[config.mk]
export PLATFORM = sky130hd
export DESIGN_NAME = ssi_pos_slave
export DESIGN_NICKNAME = d
export VERILOG_FILES = /design/src/rtl/ssi_pos_pkg.sv /design/src/rtl/ssi_frame_pack.sv /design/src/rtl/ssi_monoflop.sv /design/src/rtl/ssi_shift_core.sv /design/src/rtl/ssi_pos_slave.sv
export SDC_FILE = /design/constraint.sdc
export NUM_CORES = 1
export LEC_CHECK = 0
export ABC_AREA = 0
export CAP_MARGIN = 25
export CORE_MARGIN = 2
export CORE_UTILIZATION = 55
export CTS_BUF_LIST = sky130_fd_sc_hd__clkbuf_16
export DETAILED_ROUTE_END_ITERATION = 7
export PLACE_DENSITY_LB_ADDON = 0.1
export SLEW_MARGIN = 20
export SYNTH_ARGS = -nofsm -noshare
export SYNTH_HDL_FRONTEND = slang
export SYNTH_HIERARCHICAL = 1
export SYNTH_SLANG_ARGS = --single-unit
[constraint.sdc]
create_clock -name clk -period 2.8 [get_ports clk]
set_clock_uncertainty 0.15 [all_clocks]
set_input_delay 0.28 -clock clk [delete_from_list [all_inputs] [get_ports clk]]
set_output_delay 0.28 -clock clk [all_outputs]
set_load 0.01 [all_outputs]
[src/rtl/ssi_pos_pkg.sv]
package ssi_pos_pkg;

   typedef enum logic [1:0] {
      PC_NONE = 2'd0,
      PC_BYTE = 2'd1,
      PC_RSV2 = 2'd2,
      PC_RSV3 = 2'd3
   } pc_mode_e;

   typedef enum logic [1:0] {
      TMO_LONG  = 2'd0,
      TMO_MID   = 2'd1,
      TMO_SHORT = 2'd2,
      TMO_MIN   = 2'd3
   } tmo_code_e;

   // width needed to hold a count up to and including value v
   function automatic int bits_for(input int v);
      return (v < 2) ? 1 : $clog2(v + 1);
   endfunction

endpackage

[src/rtl/ssi_frame_pack.sv]
module ssi_frame_pack
   import ssi_pos_pkg::*;
#(
   parameter int PC_W    = 8,
   parameter int ANG_MIN = 2,
   parameter int ANG_MAX = 13,
   parameter int TAIL_W  = 3,
   parameter int FW      = PC_W + ANG_MAX + TAIL_W,
   parameter int LEN_W   = 5,
   parameter int RES_W   = 4
) (
   input  logic [PC_W-1:0]    period_i,
   input  logic [ANG_MAX-1:0] angle_i,
   input  logic [1:0]         err_i,
   input  logic [1:0]         pc_mode_i,
   input  logic [RES_W-1:0]   ang_res_i,
   input  logic [1:0]         tail_opt_i,
   output logic [FW-1:0]      word_o,
   output logic [LEN_W-1:0]   len_o,
   output logic               ring_o
);

   generate
      if (TAIL_W != 3) begin : g_bad_tail
         $error("ssi_frame_pack: tail must be two flags plus one zero bit");
      end
      if (ANG_MIN < 1 || ANG_MIN > ANG_MAX) begin : g_bad_ang
         $error("ssi_frame_pack: angle length range is empty");
      end
      if (FW != PC_W + ANG_MAX + TAIL_W) begin : g_bad_fw
         $error("ssi_frame_pack: frame width mismatch");
      end
   endgenerate

   logic [RES_W-1:0] res;
   logic [FW-1:0]    amask;

   // clamp the requested angle length into the supported window
   always_comb begin
      if (ang_res_i < RES_W'(ANG_MIN))      res = RES_W'(ANG_MIN);
      else if (ang_res_i > RES_W'(ANG_MAX)) res = RES_W'(ANG_MAX);
      else                                  res = ang_res_i;
   end

   always_comb begin
      word_o = '0;
      len_o  = '0;
      if (pc_mode_i == PC_BYTE) begin
         word_o = FW'(period_i);
         len_o  = LEN_W'(PC_W);
      end
      amask  = (FW'(1) << res) - FW'(1);
      word_o = (word_o << res) | (FW'(angle_i) & amask);
      len_o  = len_o + LEN_W'(res);
      if (!tail_opt_i[0]) begin
         word_o = (word_o << TAIL_W) | FW'({err_i, 1'b0});
         len_o  = len_o + LEN_W'(TAIL_W);
      end
   end

   assign ring_o = tail_opt_i[1];

endmodule

[src/rtl/ssi_monoflop.sv]
module ssi_monoflop
   import ssi_pos_pkg::*;
#(
   parameter int PRESCALE = 32,
   parameter int TMO_T0   = 256,
   parameter int TMO_T1   = 32,
   parameter int TMO_T2   = 8,
   parameter int TMO_T3   = 2,
   parameter int CNT_W    = 9
) (
   input  logic       clk,
   input  logic       rst_n,
   input  logic       run_i,
   input  logic       edge_i,
   input  logic [1:0] code_i,
   output logic       expire_o
);

   localparam int PS_W = bits_for(PRESCALE - 1);

   generate
      if (PRESCALE < 1) begin : g_bad_ps
         $error("ssi_monoflop: prescale must be at least 1");
      end
      if (!(TMO_T0 >= TMO_T1 && TMO_T1 >= TMO_T2 && TMO_T2 >= TMO_T3 && TMO_T3 >= 1)) begin : g_bad_t
         $error("ssi_monoflop: timeout codes must be non-increasing and nonzero");
      end
      if (CNT_W < bits_for(TMO_T0 + 1)) begin : g_bad_cw
         $error("ssi_monoflop: counter too narrow");
      end
   endgenerate

   logic             ref_tick;
   logic [CNT_W-1:0] cnt;
   logic [CNT_W-1:0] lim;

   // free-running reference divider; its phase is unrelated to the serial clock
   generate
      if (PRESCALE == 1) begin : g_nodiv
         assign ref_tick = 1'b1;
      end else begin : g_div
         logic [PS_W-1:0] ps;
         always_ff @(posedge clk or negedge rst_n) begin
            if (!rst_n)                           ps <= '0;
            else if (ps == PS_W'(PRESCALE - 1))   ps <= '0;
            else                                  ps <= ps + PS_W'(1);
         end
         assign ref_tick = (ps == PS_W'(PRESCALE - 1));
      end
   endgenerate

   // one tick of slack absorbs the unknown prescaler phase at the last edge
   always_comb begin
      case (code_i)
         TMO_LONG:  lim = CNT_W'(TMO_T0 + 1);
         TMO_MID:   lim = CNT_W'(TMO_T1 + 1);
         TMO_SHORT: lim = CNT_W'(TMO_T2 + 1);
         default:   lim = CNT_W'(TMO_T3 + 1);
      endcase
   end

   always_ff @(posedge clk or negedge rst_n) begin
      if (!rst_n)                     cnt <= '0;
      else if (edge_i || !run_i)      cnt <= '0;
      else if (ref_tick && cnt < lim) cnt <= cnt + CNT_W'(1);
   end

   assign expire_o = run_i && (cnt >= lim);

   p_restart_r10: assert property (@(posedge clk) disable iff (!rst_n)
      edge_i |=> (cnt == '0));

   p_cnt_bound_r9: assert property (@(posedge clk) disable iff (!rst_n)
      cnt <= CNT_W'(TMO_T0 + 1));

   p_tick_only_r9: assert property (@(posedge clk) disable iff (!rst_n)
      (run_i && !edge_i && !ref_tick) |=> $stable(cnt));

endmodule

[src/rtl/ssi_shift_core.sv]
module ssi_shift_core #(
   parameter int FW      = 24,
   parameter int LEN_W   = 5,
   parameter int MIN_LEN = 2
) (
   input  logic             clk,
   input  logic             rst_n,
   input  logic             rise_i,
   input  logic             expire_i,
   input  logic [FW-1:0]    word_i,
   input  logic [LEN_W-1:0] len_i,
   input  logic             ring_i,
   output logic             dout_o,
   output logic             hold_o,
   output logic             active_o
);

   generate
      if (MIN_LEN < 1 || MIN_LEN > FW) begin : g_bad_len
         $error("ssi_shift_core: minimum length out of range");
      end
   endgenerate

   logic             active;
   logic             hold;
   logic             ring_q;
   logic [FW-1:0]    sr;
   logic [LEN_W-1:0] len_q;
   logic [LEN_W-1:0] pos;
   logic             top_bit;

   assign top_bit = sr[len_q - LEN_W'(1)];

   always_ff @(posedge clk or negedge rst_n) begin
      if (!rst_n) begin
         active <= 1'b0;
         hold   <= 1'b0;
         ring_q <= 1'b0;
         sr     <= '0;
         len_q  <= LEN_W'(MIN_LEN);
         pos    <= '0;
      end else begin
         hold <= 1'b0;
         if (rise_i && !active) begin
            active <= 1'b1;
            hold   <= 1'b1;
            sr     <= word_i;
            len_q  <= len_i;
            ring_q <= ring_i;
            pos    <= '0;
         end else if (rise_i) begin
            sr <= {sr[FW-2:0], ring_q ? top_bit : 1'b0};
            if (pos < len_q) pos <= pos + LEN_W'(1);
         end else if (expire_i) begin
            active <= 1'b0;
         end
      end
   end

   assign dout_o   = active && top_bit;
   assign hold_o   = hold;
   assign active_o = active;

   p_hold_single_r2: assert property (@(posedge clk) disable iff (!rst_n)
      hold |=> !hold);

   p_capture_r2: assert property (@(posedge clk) disable iff (!rst_n)
      (rise_i && !active) |=> (active && hold));

   p_continue_r10: assert property (@(posedge clk) disable iff (!rst_n)
      (rise_i && active) |=> (active && !hold));

   p_stop_low_r7: assert property (@(posedge clk) disable iff (!rst_n)
      (active && !ring_q && pos == len_q) |-> !dout_o);

   p_len_range_r5: assert property (@(posedge clk) disable iff (!rst_n)
      active |-> (len_q >= LEN_W'(MIN_LEN) && len_q <= LEN_W'(FW)));

endmodule

[src/rtl/ssi_pos_slave.sv]
module ssi_pos_slave
   import ssi_pos_pkg::*;
#(
   parameter int PC_W     = 8,
   parameter int ANG_MIN  = 2,
   parameter int ANG_MAX  = 13,
   parameter int TAIL_W   = 3,
   parameter int SYNC     = 2,
   parameter int PRESCALE = 32,
   parameter int TMO_T0   = 256,
   parameter int TMO_T1   = 32,
   parameter int TMO_T2   = 8,
   parameter int TMO_T3   = 2,
   parameter int RES_W    = 4
) (
   input  logic               clk,
   input  logic               rst_n,
   input  logic               ssi_clk_i,
   output logic               ssi_data_o,
   output logic               conv_hold_o,
   input  logic [PC_W-1:0]    period_i,
   input  logic [ANG_MAX-1:0] angle_i,
   input  logic [1:0]         err_i,
   input  logic [1:0]         pc_mode_i,
   input  logic [RES_W-1:0]   ang_res_i,
   input  logic [1:0]         tail_opt_i,
   input  logic [1:0]         tmo_code_i
);

   localparam int FW    = PC_W + ANG_MAX + TAIL_W;
   localparam int LEN_W = bits_for(FW);
   localparam int CNT_W = bits_for(TMO_T0 + 1);

   generate
      if (SYNC < 1) begin : g_bad_sync
         $error("ssi_pos_slave: at least one synchroniser stage required");
      end
      if (RES_W < bits_for(ANG_MAX)) begin : g_bad_res
         $error("ssi_pos_slave: resolution field too narrow");
      end
   endgenerate

   logic [SYNC-1:0]  sync_q;
   logic             sclk_q;
   logic             sclk_rise;
   logic             sclk_edge;
   logic [FW-1:0]    word;
   logic [LEN_W-1:0] len;
   logic             ring;
   logic             active;
   logic             expire;

   always_ff @(posedge clk or negedge rst_n) begin
      if (!rst_n) sync_q[0] <= 1'b0;
      else        sync_q[0] <= ssi_clk_i;
   end

   generate
      for (genvar i = 1; i < SYNC; i++) begin : g_sync
         always_ff @(posedge clk or negedge rst_n) begin
            if (!rst_n) sync_q[i] <= 1'b0;
            else        sync_q[i] <= sync_q[i-1];
         end
      end
   endgenerate

   always_ff @(posedge clk or negedge rst_n) begin
      if (!rst_n) sclk_q <= 1'b0;
      else        sclk_q <= sync_q[SYNC-1];
   end

   assign sclk_rise = sync_q[SYNC-1] && !sclk_q;
   assign sclk_edge = sync_q[SYNC-1] ^ sclk_q;

   ssi_frame_pack #(
      .PC_W(PC_W), .ANG_MIN(ANG_MIN), .ANG_MAX(ANG_MAX), .TAIL_W(TAIL_W),
      .FW(FW), .LEN_W(LEN_W), .RES_W(RES_W)
   ) u_pack (
      .period_i  (period_i),
      .angle_i   (angle_i),
      .err_i     (err_i),
      .pc_mode_i (pc_mode_i),
      .ang_res_i (ang_res_i),
      .tail_opt_i(tail_opt_i),
      .word_o    (word),
      .len_o     (len),
      .ring_o    (ring)
   );

   ssi_monoflop #(
      .PRESCALE(PRESCALE), .TMO_T0(TMO_T0), .TMO_T1(TMO_T1),
      .TMO_T2(TMO_T2), .TMO_T3(TMO_T3), .CNT_W(CNT_W)
   ) u_mono (
      .clk     (clk),
      .rst_n   (rst_n),
      .run_i   (active),
      .edge_i  (sclk_edge),
      .code_i  (tmo_code_i),
      .expire_o(expire)
   );

   ssi_shift_core #(
      .FW(FW), .LEN_W(LEN_W), .MIN_LEN(ANG_MIN)
   ) u_shift (
      .clk     (clk),
      .rst_n   (rst_n),
      .rise_i  (sclk_rise),
      .expire_i(expire),
      .word_i  (word),
      .len_i   (len),
      .ring_i  (ring),
      .dout_o  (ssi_data_o),
      .hold_o  (conv_hold_o),
      .active_o(active)
   );

   p_idle_quiet_r1: assert property (@(posedge clk) disable iff (!rst_n)
      (!active && !sclk_rise) |=> (!conv_hold_o && !ssi_data_o));

endmodule

==> metrics <==
multiplexer area fraction after synthesis between 10% and 20%; Startpoint Class register; slowest CP cell dfstp_2; residual DRC count 0; gr usage total 30.01%; share of cells above drive strength 1 24.79%; DR pass1 iterations 5; Die H 91.57 µm; vias in the first global route 4,223; Seq cells post-synth just under 50; Clock Pin Slew Worst Setup and Hold Paths 60 ps; worst hold-check path type register to register; syn nets about 550; GRT overflow 0; fin crit period 2767 ps; Max Clock Freq 361.4 MHz; Final Cycle Share 98.81%; share of the core filled with cells 74.52%; internal power 1831 µW; Yosys cell types 75; fraction of the mapped netlist area in simple logic gates 19.73%; Synth Area in Adders 4.746%; Top delay family on crit path compound AO/OA/AOI/OAI gates; TritonCTS Buffers 5; Fin Setup TNS 0 ps; sequential share of the synthesized area 29.10%; most frequent cell after synthesis nor2_1; H-tree depth 2; Post-synth EDFFs 0; Worst slew margin roughly 60%; Worst Path Arrival between 2000 and 2500 ps; Crit Path Max Fanout 3; area grow syn2layout 29.52%; HPWL after DPL 9209 µm; Final Max Slew Viols 0; initial antenna violation count 0; CTS tree done; R2R depth 14; reg2reg setup slack 90 ps; Post-Syn Instances 502; wire length per cell 18.48 µm; # diodes 0; synth top area cells dfrtp_1, mux2i_1, a21oi_1; compound-cell area share of the yosys netlist 22.40%; routability cong. 0.9621; Fin Hold WS 205.5 ps; CP bufs+invs 3; VDD IR max 529.5 µV; Net Sw Frac 35.29%; power per standard cell area around 520 nW/µm²; largest net degree at the start of global routing 34; leakage 0.002391 µW; share of the synthesized area in the top cell type 28.48%; NetSw 998.3 µW; Reg power frac 33.7%; Top Ports 38; CP Capture Type output port; remaining antenna violation count 0; CTS Sinks 49; Combinational Power Share a little under half; slowest cell delay on critical path between 500 and 600 ps; crit path from u_shift/len_q[1]; yosys warns 6; final setup fails 0; die footprint 8385 µm²; Clk pwr share 19.9%; Setup CP Type register to output port; Root Buffer clkbuf_16; Initial Utilization 57.54%; Iteration-0 DRC Markers 367; Mapped Avg Cell Area 8.402 µm²; worst-path cell chain inv_2 > ha_4 > buf_6 > nor2b_4 > a211oi_2 > o31ai_1 > nand4_1 > a21oi_2 > clkdlybuf4s15_1; status finished clean; RR Startpoint u_shift/len_q[1]; synth cell count leaders nor2_1, a21oi_1, dfrtp_1, nand2_1, mux2i_1; Die X between 90 and 100 µm; Synth Area in XOR/XNOR 3.293%; number of port buffers 37; placement row count 31; Finished Cell Area 5463 µm²; Core Footprint about 7300 µm²; Cell Area, Synth 4218 µm²; fin nets 638; Synth area leader dfrtp_1; main combinational cell family by area after synthesis compound AO/OA/AOI/OAI gates; final hold vios 0; WP depth 9; Worst Path Required between 2000 and 2500 ps; FFs w/ async S/R, synth between 90% and 100%; maxcap violations 0; Area after DPL 5087 µm²; DR vias 4,307; Vias/cell 6.297; final WL 12,640 µm; ys flop type dfrtp_1; worst setup path end ssi_data_o; later-pin clock latency in the skew report 280 ps; RR Endpoint u_shift/sr[0]; actual slew at the worst max-slew pin around 570 ps; first-pass GRT wire length 20,420 µm; Max clock buf depth 2; # fillers approximately 540
[worst min-delay path by stage]
stage | startpoint | endpoint | slack, ps | cells after the start
finish | sync_q[0] | sync_q[1] | 210 | 0
global route | sync_q[0] | sync_q[1] | 210 | 0
CTS | sync_q[0] | sync_q[1] | 210 | 0
detailed placement | rst_n | u_shift/sr[4] | 140 | 1
global placement | rst_n | u_shift/sr[4] | 140 | 1
floorplan | rst_n | sclk_q | -170 | 0
[sequential cells by signal, summed over array words and instances, names as in the netlist]
signal            flops
u_mono/g_div.ps       5
sclk_q                1
sync_q                2
u_shift/hold_o        1
u_shift/sr           24
u_mono/cnt            9
u_shift/active_o      1
u_shift/ring_q        1
u_shift/len_q         5
[placed cells by master, fill, tap and decap left out, types with 4 or more instances in the layout]
master | Yosys | final
a211oi_1 | 7 | 5
a21oi_1 | 49 | 48
and3_1 | 7 | 7
buf_4 | 3 | 74
clkbuf_16 | 0 | 5
clkdlybuf4s50_1 | 0 | 31
dfrtp_1 | 48 | 48
ha_1 | 16 | 11
ha_4 | 0 | 4
inv_1 | 9 | 7
inv_2 | 3 | 4
mux2_2 | 12 | 11
mux2i_1 | 37 | 37
nand2_1 | 38 | 37
nand2b_1 | 9 | 8
nand3_1 | 11 | 11
nand4_1 | 5 | 5
nor2_1 | 51 | 50
nor2b_1 | 11 | 8
nor3_1 | 7 | 6
nor4_1 | 5 | 5
o211ai_1 | 4 | 4
o21ai_0 | 31 | 26
o21ai_1 | 1 | 5
o31ai_1 | 5 | 5
or3_1 | 8 | 7
xnor2_1 | 11 | 11
[power groups by stage]
stage	Combinational [µW]	Sequential [µW]	Clock, µW
final	1310	953	564
after global routing	1420	968	608
after CTS	1210	944	573
after detailed placement	1100	952	0
after global placement	1070	947	0
after floorplan	737	911	0
[cells by family after synthesis]
family | Yosys count
buffers and inverters | 52
XOR/XNOR | 15
adder cells (fa/ha/maj) | 16
multiplexers | 55
AO/OA/AOI/OAI | 147
AND/OR/NAND/NOR | 168
flip-flops | 49
[stage by stage]
stage                     std cells  total power (µW)  worst slack, ps
final                           684              2829            33.24
after global routing            684              2994           -110.8
after CTS                       684              2731          -0.9548
after detailed placement        669              2052           -629.5
after global placement          669              2016           -527.7
after floorplan                 502              1648           -17.77
[per-layer routing]
layer	GRT usage (%)	part of all wire [%]
met4	6.187	1.7
met3	7.967	9.0
met2	46.02	45
met1	42.67	44
met5	0	0
[cell type report]
cell class,count,area (µm²),area share [%]
Clock buffer,5,125.1,2.290
Multi-Input combinational cell,401,2967,54.31
Tap cell,99,123.9,2.268
Clock inverter,1,5.005,0.09162
Timing Repair Buffer,115,952.2,17.43
Sequential cell,49,1227,22.47
Inverter,14,62.56,1.145
[repair_timing]
| action | in CTS | in global routing |
|---|---|---|
| hold buffers | 1 | 0 |
| setup endpoints to repair | 14 | 13 |
| buffers inserted | 9 | 1 |
| pin swaps | 9 | 13 |
| gates resized for setup | 24 | 33 |
| endpoints found under the hold margin | 23 | 0 |
[worst reg2reg max path: cells and delay by family, from the launching register on]
family | cells | cell delay (ps)
flip-flops | 1 | 540
adder cells (fa/ha/maj) | 1 | 170
buffers and inverters | 8 | 970
AND/OR/NAND/NOR | 2 | 340
AO/OA/AOI/OAI | 3 | 450
Note: power is estimated with default switching activity, not from simulation.
